## src/rtl/ntsc_trk_pkg.sv

```systemverilog
package ntsc_trk_pkg;

   // registered line events handed from the counter to the pulse timer
   typedef struct packed {
      logic accept;
      logic preset;
   } trk_evt_t;

   // bits needed to hold values 0..n
   function automatic int unsigned cnt_w(input int unsigned n);
      return (n < 2) ? 1 : $clog2(n + 1);
   endfunction

   function automatic int unsigned max2(input int unsigned a, input int unsigned b);
      return (a > b) ? a : b;
   endfunction

endpackage

```

## src/rtl/trk_sync.sv

```systemverilog
module trk_sync #(
   parameter int W      = 2,
   parameter int STAGES = 2
) (
   input  logic         clk,
   input  logic         rst_n,
   input  logic [W-1:0] din,
   output logic [W-1:0] lvl,
   output logic [W-1:0] lvl_d
);

   // one synchronizer chain per input bit, plus one flop for edge detection
   for (genvar b = 0; b < W; b++) begin : g_bit
      logic [STAGES:0] sh;
      always_ff @(posedge clk or negedge rst_n) begin
         if (!rst_n) sh <= '1;
         else        sh <= {sh[STAGES-1:0], din[b]};
      end
      assign lvl[b]   = sh[STAGES-1];
      assign lvl_d[b] = sh[STAGES];
   end

endmodule

```

## src/rtl/trk_linectr.sv

```systemverilog
module trk_linectr
   import ntsc_trk_pkg::*;
#(
   parameter int LOCKOUT     = 1080,
   parameter int LOS_LIMIT   = 2574,
   parameter int LINE_MAX    = 525,
   parameter int PRESET_ODD  = 4,
   parameter int PRESET_EVEN = 3,
   parameter int LW          = 10
) (
   input  logic          clk,
   input  logic          rst_n,
   input  logic          fall,
   input  logic          vs_lvl,
   output logic [LW-1:0] line_num,
   output logic          field_odd,
   output logic          lost,
   output trk_evt_t      evt
);

   localparam int SW = cnt_w(LOS_LIMIT);

   logic [SW-1:0] since;
   logic          armed;
   logic          lock_open;
   logic          do_preset;
   logic          do_accept;

   assign lock_open = (since >= SW'(LOCKOUT));
   assign do_preset = fall && !vs_lvl && armed;
   assign do_accept = fall && !do_preset && lock_open;

   always_ff @(posedge clk or negedge rst_n) begin
      if (!rst_n) begin
         since     <= SW'(LOS_LIMIT);
         armed     <= 1'b0;
         line_num  <= '0;
         field_odd <= 1'b0;
         lost      <= 1'b1;
         evt       <= '0;
      end else begin
         evt.accept <= do_accept;
         evt.preset <= do_preset;

         if (do_preset || do_accept)      since <= '0;
         else if (since != SW'(LOS_LIMIT)) since <= since + 1'b1;

         if (do_preset)   armed <= 1'b0;
         else if (vs_lvl) armed <= 1'b1;

         if (do_preset) begin
            field_odd <= !lock_open;
            line_num  <= lock_open ? LW'(PRESET_EVEN) : LW'(PRESET_ODD);
            lost      <= 1'b0;
         end else if (do_accept) begin
            if (line_num < LW'(LINE_MAX)) line_num <= line_num + 1'b1;
         end else if (since >= SW'(LOS_LIMIT - 1)) begin
            lost <= 1'b1;
         end
      end
   end

   AST_LINE_SAT: assert property (@(posedge clk) disable iff (!rst_n)
      line_num <= LW'(LINE_MAX));

   AST_LINE_STEP: assert property (@(posedge clk) disable iff (!rst_n)
      (!evt.preset && line_num != $past(line_num)) |-> (line_num == $past(line_num) + 1'b1));

   AST_FIELD_AT_PRESET: assert property (@(posedge clk) disable iff (!rst_n)
      (field_odd != $past(field_odd)) |-> evt.preset);

   AST_LOST_CLEAR: assert property (@(posedge clk) disable iff (!rst_n)
      $fell(lost) |-> evt.preset);

endmodule

```

## src/rtl/trk_pulse.sv

```systemverilog
module trk_pulse
   import ntsc_trk_pkg::*;
#(
   parameter int CLAMP_DLY = 150,
   parameter int CLAMP_LEN = 54,
   parameter int WIN_START = 280,
   parameter int WIN_LEN   = 760,
   parameter int CAP_LINE  = 21,
   parameter int LW        = 10
) (
   input  logic          clk,
   input  logic          rst_n,
   input  logic          accept,
   input  logic          lost,
   input  logic [LW-1:0] line_num,
   output logic          clamp,
   output logic          sample_window,
   output logic          line21_strobe
);

   localparam int CLAMP_END = CLAMP_DLY + CLAMP_LEN;
   localparam int WIN_END   = WIN_START + WIN_LEN;
   localparam int PH_MAX    = max2(CLAMP_END, WIN_END);
   localparam int PW        = cnt_w(PH_MAX);

   logic [PW-1:0] ph;
   logic          on_cap;

   assign on_cap = (line_num == LW'(CAP_LINE));

   // phase since the last accepted edge, parked at PH_MAX where nothing fires
   always_ff @(posedge clk or negedge rst_n) begin
      if (!rst_n)                   ph <= PW'(PH_MAX);
      else if (accept)              ph <= '0;
      else if (ph != PW'(PH_MAX))   ph <= ph + 1'b1;
   end

   assign clamp = !lost && !on_cap &&
                  (ph >= PW'(CLAMP_DLY)) && (ph < PW'(CLAMP_END));

   if (WIN_LEN > 0) begin : g_win
      assign sample_window = !lost && on_cap &&
                             (ph >= PW'(WIN_START)) && (ph < PW'(WIN_END));
      assign line21_strobe = !lost && on_cap && accept;
   end else begin : g_nowin
      assign sample_window = 1'b0;
      assign line21_strobe = 1'b0;
   end

   AST_CLAMP_HELD: assert property (@(posedge clk) disable iff (!rst_n)
      $rose(clamp) |=> clamp);

   AST_STROBE_ONE: assert property (@(posedge clk) disable iff (!rst_n)
      line21_strobe |=> !line21_strobe);

endmodule

```

## src/rtl/ntsc_line_tracker.sv

```systemverilog
module ntsc_line_tracker
   import ntsc_trk_pkg::*;
#(
   parameter int LOCKOUT     = 1080,
   parameter int LOS_LIMIT   = 2574,
   parameter int CLAMP_DLY   = 150,
   parameter int CLAMP_LEN   = 54,
   parameter int WIN_START   = 280,
   parameter int WIN_LEN     = 760,
   parameter int CAP_LINE    = 21,
   parameter int PRESET_ODD  = 4,
   parameter int PRESET_EVEN = 3,
   parameter int LINE_MAX    = 525,
   parameter int SYNC_STAGES = 2,
   localparam int LW         = cnt_w(LINE_MAX)
) (
   input  logic          clk,
   input  logic          rst_n,
   input  logic          csync_n,
   input  logic          vsync_n,
   output logic [LW-1:0] line_num,
   output logic          field_odd,
   output logic          clamp,
   output logic          sample_window,
   output logic          line21_strobe,
   output logic          sync_lost
);

   // elaboration-time parameter checks
   if (LOCKOUT < 1 || LOCKOUT >= LOS_LIMIT) begin : g_chk_lock
      $error("lockout must lie between 1 and the loss limit");
   end
   if (CLAMP_LEN < 2 || CLAMP_DLY + CLAMP_LEN > LOCKOUT) begin : g_chk_clamp
      $error("clamp pulse must be at least 2 cycles and end inside the lockout");
   end
   if (WIN_START < 1 || WIN_START + WIN_LEN > LOCKOUT) begin : g_chk_win
      $error("sampling window must start after the strobe and end inside the lockout");
   end
   if (SYNC_STAGES < 2) begin : g_chk_sync
      $error("at least two synchronizer stages are required");
   end
   if (CAP_LINE > LINE_MAX || PRESET_ODD > LINE_MAX || PRESET_EVEN > LINE_MAX) begin : g_chk_line
      $error("line constants exceed LINE_MAX");
   end

   logic [1:0] s_lvl;
   logic [1:0] s_lvl_d;
   logic       cs_fall;
   logic       lost;
   trk_evt_t   evt;

   trk_sync #(.W(2), .STAGES(SYNC_STAGES)) u_sync (
      .clk   (clk),
      .rst_n (rst_n),
      .din   ({vsync_n, csync_n}),
      .lvl   (s_lvl),
      .lvl_d (s_lvl_d)
   );

   assign cs_fall = s_lvl_d[0] && !s_lvl[0];

   trk_linectr #(
      .LOCKOUT     (LOCKOUT),
      .LOS_LIMIT   (LOS_LIMIT),
      .LINE_MAX    (LINE_MAX),
      .PRESET_ODD  (PRESET_ODD),
      .PRESET_EVEN (PRESET_EVEN),
      .LW          (LW)
   ) u_ctr (
      .clk       (clk),
      .rst_n     (rst_n),
      .fall      (cs_fall),
      .vs_lvl    (s_lvl[1]),
      .line_num  (line_num),
      .field_odd (field_odd),
      .lost      (lost),
      .evt       (evt)
   );

   trk_pulse #(
      .CLAMP_DLY (CLAMP_DLY),
      .CLAMP_LEN (CLAMP_LEN),
      .WIN_START (WIN_START),
      .WIN_LEN   (WIN_LEN),
      .CAP_LINE  (CAP_LINE),
      .LW        (LW)
   ) u_pulse (
      .clk           (clk),
      .rst_n         (rst_n),
      .accept        (evt.accept),
      .lost          (lost),
      .line_num      (line_num),
      .clamp         (clamp),
      .sample_window (sample_window),
      .line21_strobe (line21_strobe)
   );

   assign sync_lost = lost;

   AST_CLAMP_WIN_EXCL: assert property (@(posedge clk) disable iff (!rst_n)
      !(clamp && sample_window));

   AST_STROBE_BEFORE_WIN: assert property (@(posedge clk) disable iff (!rst_n)
      line21_strobe |=> !sample_window);

   AST_WIN_LINE_STABLE: assert property (@(posedge clk) disable iff (!rst_n)
      sample_window |-> $stable(line_num));

   AST_LOST_QUIET: assert property (@(posedge clk) disable iff (!rst_n)
      sync_lost |-> !(clamp || sample_window || line21_strobe));

endmodule

```

## config.mk

```make
export PLATFORM = sky130hd
export DESIGN_NAME = ntsc_line_tracker
export DESIGN_NICKNAME = d
export VERILOG_FILES = /design/src/rtl/ntsc_trk_pkg.sv /design/src/rtl/trk_sync.sv /design/src/rtl/trk_linectr.sv /design/src/rtl/trk_pulse.sv /design/src/rtl/ntsc_line_tracker.sv
export SDC_FILE = /design/constraint.sdc
export NUM_CORES = 1
export LEC_CHECK = 0
export CAP_MARGIN = 25
export CELL_PAD_IN_SITES_DETAIL_PLACEMENT = 0
export CELL_PAD_IN_SITES_GLOBAL_PLACEMENT = 1
export CORE_ASPECT_RATIO = 1.75
export CORE_UTILIZATION = 49
export CTS_BUF_LIST = sky130_fd_sc_hd__clkbuf_16
export DETAILED_ROUTE_END_ITERATION = 7
export PLACE_DENSITY_LB_ADDON = 0.2
export SETUP_SLACK_MARGIN = 0.15
export SLEW_MARGIN = 40
export SYNTH_ARGS = -nofsm -noshare
export SYNTH_HDL_FRONTEND = slang
export SYNTH_HIERARCHICAL = 1
export SYNTH_SLANG_ARGS = --single-unit
```

## constraint.sdc

```tcl
create_clock -name clk -period 4 [get_ports clk]
set_input_delay 0.4 -clock clk [delete_from_list [all_inputs] [get_ports clk]]
set_output_delay 0.4 -clock clk [all_outputs]
set_load 0.05 [all_outputs]
```

# Word level (Yosys, flattened, before mapping)
# Index checks and enable logic that the tools add are counted.
[word_totals]
regBits = 42
latch_bits = 0
ramBits = 0
romBits = 0
in_bits = 4
out_inout_bits = 15
word_cells = 63
memories = 0
[classes]
n_addsub = 3
multipliers = 0
div_mod_pow = 0
order_cmp = 7
n_eq_ne = 4
shift = 0
n_mux = 13
bitwise = 0
n_reduce_logical = 27
[op_table]
columns = ["cell", "n"]
rows = [
  ["two-way mux 10 bit", 3],
  ["two-way mux 12 bit", 2],
  ["two-way mux 11 bit", 2],
  ["adder 12 x 1 -> 12 bit, second input constant", 1],
  ["greater-or-equal comparator 12 x 11 -> 1 bit, second input constant", 1],
  ["greater-or-equal comparator 12 bit, second input constant", 1],
  ["logical AND 1 bit", 12],
  ["inequality test 12 bit, second input constant", 1],
  ["nonzero test 2 bit", 6],
  ["adder 11 x 1 -> 11 bit, second input constant", 1],
  ["greater-or-equal comparator 11 x 8 -> 1 bit, second input constant", 1],
  ["greater-or-equal comparator 11 x 9 -> 1 bit, second input constant", 1],
  ["less-than comparator 11 bit, second input constant", 1],
  ["less-than comparator 11 x 8 -> 1 bit, second input constant", 1],
  ["inequality test 11 bit, second input constant", 1],
  ["adder 10 x 1 -> 10 bit, second input constant", 1],
  ["== test 10 x 5 -> 1 bit, second input constant", 1],
  ["less-than comparator 10 bit, second input constant", 1],
  ["zero test 1 bit", 6],
  ["two-way mux 1 bit", 5],
  ["AND reduction 2 bit", 2],
  ["two-way mux 3 bit", 1],
  ["inequality test 2 x 1 -> 1 bit, second input constant", 1],
  ["logical OR 1 bit", 1],
]

# Logic depth before layout (Yosys ltp)
# Gate-level depths: netlist of the first run.
[logic_depth]
ltp_word = 9
depth_mapped = 8
ltp_nobuf = 6

# Hierarchy
# Netlist of the first run, hierarchy kept.
[by_module_without_submodules]
columns = ["mod", "n_inst", "cells_each", "area_per_inst_um2", "seq_area_each_um2"]
rows = [
  ["trk_linectr", 1, 176, 1642.8, 683.2],
  ["trk_pulse", 1, 74, 716.9, 277.8],
  ["trk_sync", 1, 10, 187.7, 157.7],
  ["ntsc_line_tracker", 1, 1, 13.8, 0.0],
]

# Worst setup path after synthesis of the first run
# No wires, ideal clock.
[synth_path]
path_type = "reg-to-output"
startpoint = "register u_ctr.line_num[2]"
endpoint = "output port sample_window"
arrival_time_ns = 2.386
t_required_ns = 3.600
slack_ns = 1.214
path_stages_with_launch = 4
n_path_buf = 0
path_cell_list = "dfrtp_1 nor4bb_1 nand4b_1 a211oi_1"
[synth_via]
elab_chain_len = 4
[synth_lines]
columns = ["item", "line_no", "text"]
rows = [
  ["from (decl)", "trk_linectr.sv:15", "output logic [LW-1:0] line_num,"],
  ["from (signal assigned)", "trk_linectr.sv:53", "line_num <= lock_open ? LW'(PRESET_EVEN) : LW'(PRESET_ODD);"],
  ["from (signal assigned)", "trk_linectr.sv:56", "if (line_num < LW'(LINE_MAX)) line_num <= line_num + 1'b1;"],
  ["== test 10 x 5 -> 1 bit", "trk_pulse.sv:29", "assign on_cap = (line_num == LW'(CAP_LINE));"],
  ["logical AND 1 bit (2 in a row)", "trk_pulse.sv:42", "assign sample_window = !lost && on_cap &&"],
  ["logical AND 1 bit", "trk_pulse.sv:43", "(ph >= PW'(WIN_START)) && (ph < PW'(WIN_END));"],
  ["to (decl)", "ntsc_line_tracker.sv:24", "output logic sample_window,"],
]
# Every way passes these cells.

# Final worst setup path of the first run
# Same ends and word-level chain as after synthesis.

==> results of run 1 <==
[sequential cells by signal, summed over array words and instances, names as in the netlist]
| signal | flops |
|---|---|
| u_sync/g_bit.sh | 5 |
| u_ctr/evt | 1 |
| u_ctr/since | 12 |
| u_pulse/ph | 11 |
| u_ctr/lost | 1 |
| u_ctr/line_num | 10 |
| u_ctr/armed | 1 |
| u_ctr/field_odd | 1 |
[final timing paths]
kind / end / cells past startpoint
max in group asynchronous: u_ctr/since[2] / 1
min reg2reg: u_sync/g_bit[1].sh[1] / 0
min: u_pulse/ph[8] / 1
max: sample_window / 4
min in group clk: u_sync/g_bit[1].sh[1] / 0
max reg2reg: u_ctr/line_num[0] / 5
[layer usage]
metal | vias to the layer above | GRT usage (%) | wire length [microns]
li1 | 966 | - | -
met1 | 960 | 24.5 | 2240
met2 | 31 | 39.7 | 2940
met3 | 10 | 2.93 | 136
met4 | 0 | 9.96 | 125
met5 | - | 0 | 0
[placed cells by master (no fill, tap or decap), drive strengths merged, types with 4 or more instances in the layout]
cell type	instances
dfrtp	29
nor2	21
clkdlybuf4s50	17
nand2	17
a21oi	14
o21ai	13
dfstp	13
nand3	13
inv	11
nor3	9
ha	9
nand4	9
xor2	6
clkbuf	5
xnor2	5
o211ai	5
or4	5
or3	5
nand3b	4
o21a	4
o31ai	4
nor2b	4
and3	4
[worst max-delay path, delay by kind of cell (launching register included)]
family                 cells  cell delay (ns)
AOI/OAI and AO/OA          1             0.23
buffers and inverters      1             0.84
and+or+nand+nor            2             0.56
DFF                        1             0.46
[area by class of cell]
cell class | instances | area (sq um)
clock buffer | 5 | 125
clock inverter | 3 | 16.3
fill | 463 | 2140
inverter | 11 | 41.3
multi-input combinational | 190 | 1290
sequential | 42 | 1070
tap | 54 | 67.6
timing repair buffer | 19 | 185
[power groups by stage]
stage / clock network, mW / registers (mW) / logic [mW]
final: 0.394 / 0.547 / 0.219
after global routing: 0.418 / 0.557 / 0.245
after CTS: 0.402 / 0.547 / 0.222
after detailed placement: 0 / 0.554 / 0.221
after global placement: 0 / 0.551 / 0.217
after floorplan: 0 / 0.562 / 0.145
==> impl_metrics.csv, run 1 <==
group,metric,value,unit
status,status,"completed",
setup_path,critPathSlowestCell,"clkdlybuf4s50_1",
job,drv_cap,0,
clock_network,path_clk_slew,0.06,ns
setup_path,start_kind,"flip-flop",
clock_network,cts_resized,0,
setup_path,cp_cell_sequence,"nor4bb_1 > nand4b_1 > a211oi_1 > clkdlybuf4s50_1",
layout,layout-drive-gt1-share,13.3,%
clock_network,cts-buffers-inserted,5,
clock_network,ctsHoldBuffers,0,
layout,diodes,0,
layout,postLayoutCoreUtil,56.6,%
clock_network,root_buffer,"clkbuf_16",
detailed_routing,via_per_inst,6.07,
clock_network,cts_tree,"done",
detailed_routing,dr.pass1.iters,4,
floorplan,start_util,50.7,%
detailed_routing,drt_iter0_drc,47,
pwr,power_density,415,nW/um^2
pwr,power.total,1.16,mW
setup_path,r2r-start,"u_sync/g_bit[0].sh[2]",
pwr,power.share.switching,31.3,%
clock_network,h-tree-depth,2,
detailed_routing,vias,1967,
floorplan,pin_count,19,
floorplan,die_width,56.0,microns
layout,syn_to_final_growth,11.6,%
detailed_routing,route.detailed.drc,0,
sta,drv_slew,0,
detailed_routing,wirelength,5440,microns
hold_path,hp-class,"in -> async",
setup_path,path_class,"reg -> out",
synth,netlist_area,2500,sq um
layout,fin_nets,282,
global_route,grt_pass1_wl,9000,microns
synth,synthCells,258,
sta,slew_headroom,60.9,%
setup_path,rrSetupSlack,1.93,ns
sta,period_needed,2.78,ns
detailed_routing,routedWlPerCell,16.8,microns
setup_path,cp_max_fo,9,
layout,fin_cells,324,
sta,skew,0.00380,ns
floorplan,dieArea,5410,sq um
place,hpwl,3900,microns
clock_network,max-clock-path-buffers,2,
sta,setup_viol_count_final,0,
setup_path,cp_slowest_stage_delay,0.84,ns
global_route,grt_overflow,0,
sta,clock.fmax,360,MHz
sta,tightest_slew,0.585,ns
clock_network,cts.sinks,42,
setup_path,setup.worst_path.end_class,"primary output",
synth,syn_nets,271,
place,place_ws,1.51,ns
floorplan,die_h,96.5,microns
pwr,p_int,0.797,mW
pwr,p_comb_share,18.9,%
global_route,antenna_found_initial,0,
setup_path,worstPathArrival,2.38,ns
layout,fin_area,2790,sq um
synth,syn_area_per_cell,9.70,sq um
pwr,switchingPower,0.363,mW
global_route,grt_max_degree,43,
pwr,power_frac_clock,34.0,%
synth,ys.warnings.count,6,
clock_network,post-cts-setup-buffers,0,
detailed_routing,antenna_left,0,
pwr,peakVddDrop,0.316,mV
place,gp_congestion,0.835,
sta,timing.setup.tns,0,ns
sta,fin_crit_sh,69.5,%
global_route,grt_pass1_vias,1883,
clock_network,insertion_delay,0.29,ns
place,io_buffers,18,
place,dpl.cell_count,316,
floorplan,core_area,4930,sq um
setup_path,crit_required,3.60,ns
sta,rsz0062_at_grt,"false",
global_route,grt_use_total,21.5,%
sta,final_hold_viol_count,0,
pwr,seq_power_share,47.2,%
floorplan,rows,34,
sta,worst_slack,1.22,ns
setup_path,crit_path_start,"u_ctr/line_num[2]",
pwr,power.leakage,1.13,nW
place,postPlaceCellArea,2650,sq um
sta,hold_slack,0.0929,ns
No activity file was read; power rests on OpenSTA's default activity.
==> inputs of run 2 (changes only) <==
--- a/config.mk
+++ b/config.mk
@@ -9,7 +9,7 @@
 export CELL_PAD_IN_SITES_DETAIL_PLACEMENT = 0
 export CELL_PAD_IN_SITES_GLOBAL_PLACEMENT = 1
 export CORE_ASPECT_RATIO = 1.75
-export CORE_UTILIZATION = 49
+export CORE_UTILIZATION = 46
 export CTS_BUF_LIST = sky130_fd_sc_hd__clkbuf_16
 export DETAILED_ROUTE_END_ITERATION = 7
 export PLACE_DENSITY_LB_ADDON = 0.2
==> constraint.sdc (replaced) <==
create_clock -name clk -period 2.9 [get_ports clk]
set_input_delay 0.29 -clock clk [delete_from_list [all_inputs] [get_ports clk]]
set_output_delay 0.29 -clock clk [all_outputs]
set_load 0.05 [all_outputs]
==> run 2 against run 1 <==
The run now ends with design-rule violations, negative hold slack left; final area is 1.3% higher; first-iteration DRC count is 87% higher; sequential share of layout area is 0.47 points lower; clock power is 58% higher; flip-flop and latch count stayed put.
==> impl_metrics.csv, run 2 (synthesized netlist as in run 1, its figures left out) <==
group,metric,value,unit
setup_path,reg2reg_to,"u_ctr/line_num[0]",
setup_path,r2r_cells,5,
sta,rsz0062_at_grt,"false",
job,drv_cap,0,
layout,fin_cells,326,
layout,postLayoutCoreUtil,53.8,%
status,status,"finished, violations left",
layout,layout-drive-gt1-share,13.3,%
sta,skew,0.00665,ns
sta,hold_slack,-0.00565,ns
floorplan,rows,35,
place,dpl.cell_count,318,
clock_network,cts_tree,"done",
setup_path,crit_required,2.61,ns
clock_network,h-tree-depth,2,
hold_path,hp-class,"in -> async",
detailed_routing,dr.pass1.iters,6,
place,place_ws,0.503,ns
layout,reg.largest.list,"u_ctr/since: 12 flops, u_pulse/ph: 11 flops, u_ctr/line_num: 10 flops",
floorplan,core_area,5260,sq um
pwr,power_density,595,nW/um^2
clock_network,max-clock-path-buffers,2,
pwr,power.leakage,1.19,nW
sta,clock.fmax,396,MHz
detailed_routing,wirelength,5600,microns
layout,layout_commonest_cell,"dfrtp_1",
layout,diodes,0,
sta,worst_slack,0.377,ns
setup_path,path_class,"reg -> out",
layout,largest_register_ffs,12,
detailed_routing,vias,2031,
floorplan,pin_count,19,
global_route,grt_overflow,0,
detailed_routing,via_per_inst,6.23,
setup_path,start_kind,"flip-flop",
clock_network,ctsHoldBuffers,0,
status,violations,"design-rule violations, negative hold slack",
sta,timing.setup.tns,0,ns
setup_path,rrSetupSlack,0.88,ns
detailed_routing,routedWlPerCell,17.2,microns
clock_network,insertion_delay,0.28,ns
sta,tightest_slew,0.574,ns
floorplan,start_util,47.6,%
floorplan,dieArea,5750,sq um
setup_path,worstPathArrival,2.23,ns
global_route,grt_pass1_vias,1963,
clock_network,cts.sinks,42,
pwr,peakVddDrop,0.324,mV
sta,slew_headroom,61.6,%
global_route,grt_pass1_wl,9340,microns
layout,fin_nets,283,
clock_network,path_clk_slew,0.06,ns
layout,mostFrequentLayoutCells,"dfrtp_1 (29), nor2_1 (21), nand2_1 (17), clkdlybuf4s50_1 (15)",
global_route,grt_use_total,21.0,%
sta,drv_slew,0,
floorplan,die_width,57.8,microns
setup_path,cp_max_fo,9,
detailed_routing,antenna_left,0,
layout,top_register,"u_ctr/since",
layout,syn_to_final_growth,12.9,%
pwr,power.total,1.68,mW
place,hpwl,3940,microns
floorplan,die_h,99.6,microns
sta,setup_viol_count_final,0,
sta,fin_crit_sh,87.0,%
setup_path,r2r-start,"u_sync/g_bit[0].sh[2]",
detailed_routing,drt_iter0_drc,88,
clock_network,root_buffer,"clkbuf_16",
place,io_buffers,18,
sta,final_hold_viol_count,6,
global_route,antenna_found_initial,0,
clock_network,cts-buffers-inserted,5,
place,gp_congestion,0.879,
sta,period_needed,2.52,ns
global_route,grt_max_degree,43,
setup_path,setup.worst_path.end_class,"primary output",
detailed_routing,route.detailed.drc,1,
run 2: cell types whose count changed in the layout (fill, tap and decap cells not counted), sizes merged:
cell           change
clkdlybuf4s50      -2
clkinv             -2
dlymetal6s2s       +2
inv                +2
buf                +1
bufinv             +1
clkinvlp           -1
run 2: area by class of cell:
class | count | area [sq um]
Fill cell | 507 | 2430
Multi-Input combinational cell | 190 | 1290
Sequential cell | 42 | 1070
Timing Repair Buffer | 20 | 198
Clock buffer | 5 | 125
Tap cell | 55 | 68.8
Inverter | 11 | 41.3
Clock inverter | 3 | 37.5
run 2: where the power goes:
| group | leakage [nW] | switching [mW] | internal, mW |
|---|---|---|---|
| Combinational | 0.592 | 0.174 | 0.124 |
| Clock | 0.0864 | 0.224 | 0.400 |
| Sequential | 0.516 | 0.0993 | 0.661 |
| Total | 1.19 | 0.497 | 1.19 |
run 2: critical path, stage by stage, from the launching register on:
cell,delay (ns)
dfrtp_1,0.47
nor4bb_1,0.39
nand4b_1,0.22
o211a_1,0.18
clkdlybuf4s50_1,0.69
run 2: worst max-delay path by stage:
| stage | startpoint | to | slack (ns) | cells after the start |
|---|---|---|---|---|
| after global routing | u_ctr/line_num[2] | clamp | 0.30 | 4 |
| after CTS | u_ctr/line_num[2] | line21_strobe | 0.20 | 4 |
| after detailed placement | u_ctr/line_num[2] | sample_window | 0.50 | 4 |
| final | u_ctr/line_num[2] | clamp | 0.38 | 4 |
| after global placement | u_ctr/line_num[2] | sample_window | 0.52 | 4 |
| after floorplan | u_ctr/line_num[2] | sample_window | 0.22 | 3 |
run 2: metrics by stage:
stage          hold slack [ns]  area, sq um
2_1_floorplan         -0.00559         2500
3_3_place_gp             0.348         2660
3_5_place_dp             0.321         2660
4_1_cts                 0.0198         2820
5_1_grt                 0.0448         2830
6_report              -0.00565         2830
run 2: what timing repair did:
item                       4_1_cts  5_1_grt
buffers inserted                 0        0
resized for setup                0        2
setup endpoints to repair        0        2
run 2: layer usage:
metal	vias to the layer above	track usage [%]	wire length [microns]
li1	966	-	-
met2	44	36.3	3080
met3	9	4.16	153
met5	-	0	0
met1	1012	24.6	2280
met4	0	9.89	89
==> inputs of run 3 (changes only) <==
--- a/config.mk
+++ b/config.mk
@@ -19,3 +19,4 @@
 export SYNTH_HDL_FRONTEND = slang
 export SYNTH_HIERARCHICAL = 1
 export SYNTH_SLANG_ARGS = --single-unit
+export TNS_END_PERCENT = 1
==> run 3 against run 2 <==
The run still ends with design-rule violations, negative hold slack left; first-iteration DRC count unchanged; register-to-register slack barely moved; final area about the same; clock skew is the same; worst hold slack hardly changed; die area did not move; via count is the same; largest cell class unchanged.
==> impl_metrics.csv, run 3 (synthesized netlist as in run 1, its figures left out) <==
group,metric,value,unit
sta,drv_slew,0,
layout,largest_register_ffs,12,
pwr,seq_power_share,45.2,%
global_route,grt_overflow,0,
floorplan,die_width,57.8,microns
clock_network,h-tree-depth,2,
floorplan,core_area,5260,sq um
setup_path,crit_required,2.61,ns
status,violations,"design-rule violations, negative hold slack",
global_route,grt_use_total,21.0,%
clock_network,root_buffer,"clkbuf_16",
place,io_buffers,18,
floorplan,dieArea,5750,sq um
global_route,grt_pass1_wl,9340,microns
layout,layout_commonest_cell,"dfrtp_1",
layout,fin_nets,283,
floorplan,rows,35,
sta,period_needed,2.71,ns
sta,hold_slack,-0.00583,ns
clock_network,max-clock-path-buffers,2,
floorplan,start_util,47.6,%
clock_network,cts-buffers-inserted,5,
pwr,power_density,596,nW/um^2
sta,slew_headroom,61.6,%
detailed_routing,route.detailed.drc,1,
hold_path,hp-class,"in -> async",
layout,diodes,0,
place,gp_congestion,0.879,
clock_network,cts_resized,0,
pwr,power_frac_clock,37.1,%
sta,worst_slack,0.190,ns
sta,final_hold_viol_count,6,
sta,setup_viol_count_final,0,
sta,clock.fmax,369,MHz
detailed_routing,wirelength,5590,microns
sta,timing.setup.tns,0,ns
detailed_routing,drt_iter0_drc,88,
detailed_routing,vias,2031,
pwr,p_comb_share,17.7,%
detailed_routing,via_per_inst,6.23,
status,status,"finished, violations left",
global_route,antenna_found_initial,0,
detailed_routing,routedWlPerCell,17.2,microns
layout,multi_input_area,1290,sq um
clock_network,insertion_delay,0.28,ns
setup_path,r2r_cells,5,
sta,skew,0.00665,ns
setup_path,path_class,"reg -> out",
floorplan,pin_count,19,
place,dpl.cell_count,318,
clock_network,ctsHoldBuffers,0,
pwr,power.leakage,1.18,nW
clock_network,cts_tree,"done",
setup_path,setup.worst_path.end_class,"primary output",
layout,postLayoutCoreUtil,53.7,%
clock_network,post-cts-setup-buffers,0,
detailed_routing,dr.pass1.iters,6,
detailed_routing,antenna_left,0,
layout,syn_to_final_growth,12.9,%
pwr,power.share.switching,29.6,%
pwr,peakVddDrop,0.324,mV
job,drv_cap,0,
layout,top_register,"u_ctr/since",
pwr,p_int,1.19,mW
layout,fin_cells,326,
layout,fillers,508,
layout,layout-drive-gt1-share,13.3,%
place,hpwl,3940,microns
global_route,grt_max_degree,43,
place,place_ws,0.503,ns
clock_network,cts.sinks,42,
setup_path,worstPathArrival,2.42,ns
setup_path,start_kind,"flip-flop",
floorplan,die_h,99.6,microns
layout,register_area,1070,sq um
layout,mostFrequentLayoutCells,"dfrtp_1 (29), nor2_1 (21), nand2_1 (17), clkdlybuf4s50_1 (16)",
sta,tightest_slew,0.574,ns
clock_network,path_clk_slew,0.06,ns
sta,fin_crit_sh,93.4,%
pwr,switchingPower,0.497,mW
layout,reg.largest.list,"u_ctr/since: 12 flops, u_pulse/ph: 11 flops, u_ctr/line_num: 10 flops",
global_route,grt_pass1_vias,1963,
setup_path,cp_max_fo,9,
sta,rsz0062_at_grt,"true",
## run 3: path summary, 6_finish.rpt
path                       slack, ns                    end                  start
max                             0.19          line21_strobe      u_ctr/line_num[2]
max reg2reg                     0.88      u_ctr/line_num[0]  u_sync/g_bit[0].sh[2]
min in group clk                0.36  u_sync/g_bit[1].sh[1]  u_sync/g_bit[1].sh[0]
max in group asynchronous       2.53         u_ctr/since[1]                  rst_n
min reg2reg                     0.36  u_sync/g_bit[1].sh[1]  u_sync/g_bit[1].sh[0]
min                           -0.006          u_pulse/ph[9]                  rst_n
## run 3: critical path: stages (launching register included)
cell             delay [ns]
dfrtp_1                0.47
nor4bb_1               0.39
nand4b_1               0.22
nor3b_1                0.23
clkdlybuf4s50_1        0.83
## run 3: final cells by class
class	instances	area share (%)
timing repair buffer	20	6.91
clock inverter	3	1.33
clock buffer	5	4.43
tap	55	2.44
sequential	42	37.8
multi-input combinational	190	45.6
inverter	11	1.46
## run 3: power by group through the flow
| stage | Sequential (mW) | Combinational [mW] | Clock, mW |
|---|---|---|---|
| global placement | 0.765 | 0.295 | 0 |
| floorplan | 0.775 | 0.200 | 0 |
| global route | 0.772 | 0.330 | 0.653 |
| finish | 0.760 | 0.298 | 0.624 |
| detailed placement | 0.770 | 0.300 | 0 |
| CTS | 0.761 | 0.302 | 0.637 |
## run 3: per-layer routing
layer,part of all wire (%),GRT usage [%],up-vias
li1,-,-,966
met1,41,24.6,1012
met2,55,36.3,44
met3,2.7,4.16,9
met4,1.6,9.89,0
met5,0,0,-
## run 3: stage by stage
stage | power [mW] | area [sq um]
finish | 1.68 | 2820
global route | 1.76 | 2820
CTS | 1.70 | 2820
detailed placement | 1.07 | 2660
global placement | 1.06 | 2660
floorplan | 0.975 | 2500
